==> config.mk <==
export PLATFORM = sky130hd
export DESIGN_NAME = chan_reg_slice
export DESIGN_NICKNAME = d
export VERILOG_FILES = /design/src/rtl/chs_pkg.sv /design/src/rtl/chs_fwd_stage.sv /design/src/rtl/chs_skid_stage.sv /design/src/rtl/chan_reg_slice.sv
export SDC_FILE = /design/constraint.sdc
export NUM_CORES = 1
export LEC_CHECK = 0
export ABC_AREA = 1
export CORE_MARGIN = 3
export CORE_UTILIZATION = 42
export DETAILED_ROUTE_END_ITERATION = 16
export GPL_ROUTABILITY_DRIVEN = 0
export PLACE_DENSITY = 0.73
export SLEW_MARGIN = 20
export SYNTH_ARGS = -nofsm -noshare
export SYNTH_HDL_FRONTEND = slang
export SYNTH_SLANG_ARGS = --single-unit
export TNS_END_PERCENT = 1
==> constraint.sdc <==
create_clock -name clk -period 1.3 [get_ports clk]
set_input_delay 0.26 -clock clk [delete_from_list [all_inputs] [get_ports clk]]
set_output_delay 0.26 -clock clk [all_outputs]
set_load 0.05 [all_outputs]
==> src/rtl/chs_pkg.sv <==
package chs_pkg;
    typedef enum logic [1:0] {
        CHS_BYPASS  = 2'd0,
        CHS_FORWARD = 2'd1,
        CHS_REVERSE = 2'd2,
        CHS_FULL    = 2'd3
    } chs_mode_e;
endpackage

==> src/rtl/chs_fwd_stage.sv <==
module chs_fwd_stage #(
    parameter int PAY_W = 8
) (
    input  logic             clk,
    input  logic             rst_n,
    input  logic             in_valid,
    output logic             in_ready,
    input  logic [PAY_W-1:0] in_pay,
    output logic             out_valid,
    input  logic             out_ready,
    output logic [PAY_W-1:0] out_pay
);
    typedef struct packed {
        logic             vld;
        logic [PAY_W-1:0] pay;
    } fwd_st_t;

    fwd_st_t st_d, st_q;

    always_comb begin
        st_d     = st_q;
        in_ready = !st_q.vld || out_ready;
        if (in_valid && in_ready) begin
            st_d.vld = 1'b1;
            st_d.pay = in_pay;
        end else if (out_ready) begin
            st_d.vld = 1'b0;
        end
    end

    always_ff @(posedge clk) begin
        if (!rst_n) st_q <= '0;
        else        st_q <= st_d;
    end

    assign out_valid = st_q.vld;
    assign out_pay   = st_q.pay;

    AST_FWD_ACCEPT_LAT: assert property (@(posedge clk) disable iff (!rst_n)
        in_valid && in_ready |=> out_valid && out_pay == $past(in_pay));
    AST_FWD_HOLD: assert property (@(posedge clk) disable iff (!rst_n)
        out_valid && !out_ready |=> out_valid && $stable(out_pay));
    AST_FWD_RST_IDLE: assert property (@(posedge clk)
        !rst_n |=> !out_valid);
endmodule

==> src/rtl/chs_skid_stage.sv <==
module chs_skid_stage #(
    parameter int PAY_W = 8
) (
    input  logic             clk,
    input  logic             rst_n,
    input  logic             in_valid,
    output logic             in_ready,
    input  logic [PAY_W-1:0] in_pay,
    output logic             out_valid,
    input  logic             out_ready,
    output logic [PAY_W-1:0] out_pay
);
    typedef struct packed {
        logic             full;
        logic [PAY_W-1:0] pay;
    } skid_st_t;

    skid_st_t st_d, st_q;

    always_comb begin
        st_d      = st_q;
        in_ready  = !st_q.full;
        out_valid = st_q.full || in_valid;
        out_pay   = st_q.full ? st_q.pay : in_pay;
        if (st_q.full) begin
            if (out_ready) st_d.full = 1'b0;
        end else if (in_valid && !out_ready) begin
            st_d.full = 1'b1;
            st_d.pay  = in_pay;
        end
    end

    always_ff @(posedge clk) begin
        if (!rst_n) st_q <= '0;
        else        st_q <= st_d;
    end

    AST_SKID_RDY_DROP: assert property (@(posedge clk) disable iff (!rst_n)
        in_valid && in_ready && !out_ready |=> !in_ready);
    AST_SKID_HOLD: assert property (@(posedge clk) disable iff (!rst_n)
        out_valid && !out_ready |=> out_valid && $stable(out_pay));
    AST_SKID_RST_RDY: assert property (@(posedge clk)
        !rst_n |=> in_ready);
endmodule

==> src/rtl/chan_reg_slice.sv <==
module chan_reg_slice #(
    parameter int                 DATA_W = 16,
    parameter int                 USER_W = 2,
    parameter chs_pkg::chs_mode_e MODE   = chs_pkg::CHS_FULL
) (
    input  logic              clk,
    input  logic              rst_n,
    input  logic              up_valid,
    output logic              up_ready,
    input  logic [DATA_W-1:0] up_data,
    input  logic [USER_W-1:0] up_user,
    output logic              dn_valid,
    input  logic              dn_ready,
    output logic [DATA_W-1:0] dn_data,
    output logic [USER_W-1:0] dn_user
);
    localparam int PAY_W = DATA_W + USER_W;

    logic [PAY_W-1:0] in_pay;
    logic [PAY_W-1:0] out_pay;

    assign in_pay             = {up_user, up_data};
    assign {dn_user, dn_data} = out_pay;

    generate
        case (MODE)
            chs_pkg::CHS_BYPASS: begin : g_bypass
                assign dn_valid = up_valid;
                assign up_ready = dn_ready;
                assign out_pay  = in_pay;
            end
            chs_pkg::CHS_FORWARD: begin : g_forward
                chs_fwd_stage #(.PAY_W(PAY_W)) u_fwd (
                    .clk(clk), .rst_n(rst_n),
                    .in_valid(up_valid), .in_ready(up_ready), .in_pay(in_pay),
                    .out_valid(dn_valid), .out_ready(dn_ready), .out_pay(out_pay)
                );
            end
            chs_pkg::CHS_REVERSE: begin : g_reverse
                chs_skid_stage #(.PAY_W(PAY_W)) u_skid (
                    .clk(clk), .rst_n(rst_n),
                    .in_valid(up_valid), .in_ready(up_ready), .in_pay(in_pay),
                    .out_valid(dn_valid), .out_ready(dn_ready), .out_pay(out_pay)
                );
            end
            default: begin : g_full
                logic             mid_valid;
                logic             mid_ready;
                logic [PAY_W-1:0] mid_pay;

                chs_skid_stage #(.PAY_W(PAY_W)) u_skid (
                    .clk(clk), .rst_n(rst_n),
                    .in_valid(up_valid), .in_ready(up_ready), .in_pay(in_pay),
                    .out_valid(mid_valid), .out_ready(mid_ready), .out_pay(mid_pay)
                );
                chs_fwd_stage #(.PAY_W(PAY_W)) u_fwd (
                    .clk(clk), .rst_n(rst_n),
                    .in_valid(mid_valid), .in_ready(mid_ready), .in_pay(mid_pay),
                    .out_valid(dn_valid), .out_ready(dn_ready), .out_pay(out_pay)
                );

                AST_FULL_MIN_LAT: assert property (@(posedge clk) disable iff (!rst_n)
                    up_valid && up_ready && !dn_valid |=> dn_valid);
            end
        endcase
    endgenerate
endmodule

==> impl_metrics.tcl <==
set metrics [dict create \
    num_vias 1695 \
    syn2layout_area_growth_pct 46.1 \
    p_comb_frac 0.259 \
    synthXorXnorAreaFrac 0 \
    whs_ps 485 \
    netlist-cell-type-count 16 \
    synth.area.top_cells "dfxtp_1 (42%), nand2_1 (16%), nor2_1 (15%), inv_1 (8.1%), nand3_1 (5.0%)" \
    drv_slew 0 \
    grt_max_degree 39 \
    clockRootBuffer "clkbuf_8" \
    ios 42 \
    maxCapViolCount 0 \
    switching_share 0.287 \
    hold_path_class "reg2reg" \
    wirelength_mm 3.81 \
    drive_gt1_frac 0.145 \
    drt_first_iter_violations 154 \
    rsz0062_at_grt "false" \
    antennaDiodeCount 0 \
    wl_per_cell_um 10.0 \
    worstPathArrival_ps 1430 \
    fin_crit_sh 0.927 \
    p_sw_uw 888 \
    grtUsageTotal 0.161 \
    netlist_area_um2 1800 \
    cts-buffers-inserted 5 \
    r2r_slack_ps 140 \
    layout_min_cycle_time_ps 1200 \
    final-setup-viol-count 0 \
    syn_area_per_cell_um2 6.37 \
    grt_pass1_wl_mm 6.70 \
    p_int_mw 2.20 \
    clk-insertion-delay-late_ps 290 \
    grt-ovfl-total 0 \
    max_clock_freq_ghz 0.830 \
    synth_top_family_by_area "simple AND/OR/NAND/NOR gates" \
    p_per_area_nw_per_um2 1170 \
    fin_skew_ps 2.21 \
    max_slew_margin 0.820 \
    yosys.area_share.adder 0 \
    synth_top_area_cell "dfxtp_1" \
    cts_tree "done" \
    critPathCapture "g_full.u_skid.st_q[3]" \
    antenna_found_initial 0 \
    rr_worst_depth 4 \
    die_width_um 71.5 \
    drcViolationCount 0 \
    synth.area.mux_share 0 \
    power_frac_seq 0.425 \
    rr_endpoint "g_full.u_fwd.out_pay[15]" \
    die_area_um2 5120 \
    crit_fanout 18 \
    synth-seq-cells 38 \
    hold_buffers 0 \
    port_buffers 41 \
    crit_type "in2reg" \
    startpoint_type "primary input" \
    cts_htree_levels 2 \
    syn_nets 305 \
    reg2reg_from "g_full.u_skid.st_q[18]" \
    synth_compound_area_frac 0.0500 \
    worstMarginPinSlew_ps 270 \
    initial_utilization 0.444 \
    p_total_mw 3.09 \
    cts.reportedPaths.clkPinSlew_ps 70 \
    power_leakage_nw 1.24 \
    postCtsSetupBuffers 0 \
    clockBufferDepth 2 \
    power_frac_clock 0.316 \
    viasPerCell 4.45 \
    worstPathRequired_ps 1520 \
    antenna_left 0 \
    dpl.hpwl_mm 2.51 \
    clock_sinks 38 \
    endpoint_kind "flop" \
    coreArea_um2 4060 \
    rows 23 \
    ys.warnings.count 0 \
    synth_top_area_frac 0.422 \
    dr.pass1.iters 4 \
    irDropWorstVdd_uv 525 \
    status "completed" \
    synth_simple_gate_area_frac 0.389 \
    hold_violations 0 \
    grt_pass1_vias 1612 \
    synth_seq_area_share 0.422 \
    final_nets 352 \
    critPathLaunch "dn_ready" \
    syn-instance-count 283 \
    die_h_um 71.5 \
]
-- area by class of cell --
type | instances | area [um^2]
Inverter | 40 | 153
Clock inverter | 1 | 30.0
Clock buffer | 7 | 76.3
Fill cell | 355 | 1420
Timing Repair Buffer | 54 | 756
Tap cell | 50 | 62.6
Multi-Input combinational cell | 191 | 795
Sequential cell | 38 | 762
-- registers in the layout, indices dropped and copies added, names as in the netlist --
| register | count |
|---|---|
| g_full.u_skid.st_q | 19 |
| g_full.u_fwd.out_valid | 1 |
| g_full.u_fwd.out_pay | 18 |
-- what timing repair did --
action                                  CTS  global route
endpoints found under the hold margin     0             0
resized for setup                         0             5
endpoints found under the setup margin    0             7
-- cell usage in the layout (no fill, tap or decap), drive strengths merged --
cell           Yosys  final
dfxtp             38     38
inv               40     40
buf               12     33
clkdlybuf4s50      0     20
nand3             18     18
nand2             79     79
nor2              76     76
clkbuf             2      7
o21ai             18     18
bufinv             0      1
dlymetal6s2s       0      1
-- layer usage --
metal	vias to the layer above	GRT usage	routed length (um)
met3	6	0.0379	185
met1	727	0.193	1770
met5	-	0	0
met4	0	0.0772	53
met2	36	0.271	1800
li1	926	-	-
-- power by group through the flow --
stage | sequential [mW] | clock (mW) | combinational (mW)
floorplan | 1.49 | 0 | 0.269
global route | 1.32 | 1.04 | 0.870
finish | 1.31 | 0.976 | 0.801
global placement | 1.34 | 0 | 0.792
CTS | 1.31 | 1.00 | 0.799
detailed placement | 1.34 | 0 | 0.795
-- how the worst min path moves through the flow --
stage	start	to	slack (ps)	cells past startpoint
after floorplan	g_full.u_skid.st_q[0]	g_full.u_skid.st_q[0]	450	2
after global placement	g_full.u_skid.st_q[15]	g_full.u_skid.st_q[15]	460	2
after detailed placement	g_full.u_skid.st_q[15]	g_full.u_skid.st_q[15]	470	2
after CTS	g_full.u_skid.st_q[1]	g_full.u_skid.st_q[1]	490	2
after global routing	g_full.u_skid.st_q[5]	g_full.u_skid.st_q[5]	510	2
final	g_full.u_skid.st_q[15]	g_full.u_skid.st_q[15]	480	2
-- synthesized netlist by cell type --
cell / n
buf_1: 2
buf_2: 3
buf_4: 3
buf_6: 4
clkbuf_1: 2
dfxtp_1: 38
inv_1: 39
inv_4: 1
nand2_1: 76
nand2_2: 2
nand2_4: 1
nand3_1: 18
nor2_1: 73
nor2_2: 1
nor2_4: 2
o21ai_0: 18
-- through the flow --
| stage | setup slack, ps | TNS, ps | utilization | instance area (um^2) | instances |
|---|---|---|---|---|---|
| floorplan | 38.3 | 0 | - | 1800 | 283 |
| global placement | -208 | -6410 | 0.618 | 2510 | 372 |
| detailed placement | -224 | -6710 | 0.618 | 2510 | 372 |
| CTS | 59.3 | 0 | 0.644 | 2610 | 380 |
| global route | 7.71 | 0 | 0.649 | 2630 | 381 |
| finish | 95.4 | 0 | 0.649 | 2630 | 381 |
-- worst max-delay path: stages --
cell and delay, ps:
clkdlybuf4s50_1 430, inv_1 80, nand2_2 80, buf_4 150, nor2_4 110, buf_12 150, nor2_1 50, nor2_1 110
-- logic make-up (layout without fill, tap and decap cells) --
| family | after synthesis | in the layout |
|---|---|---|
| AO/OA/AOI/OAI | 18 | 18 |
| buffers and inverters | 54 | 102 |
| flip-flops | 38 | 38 |
| AND/OR/NAND/NOR | 173 | 173 |
Power figures use the tool's default switching activity.
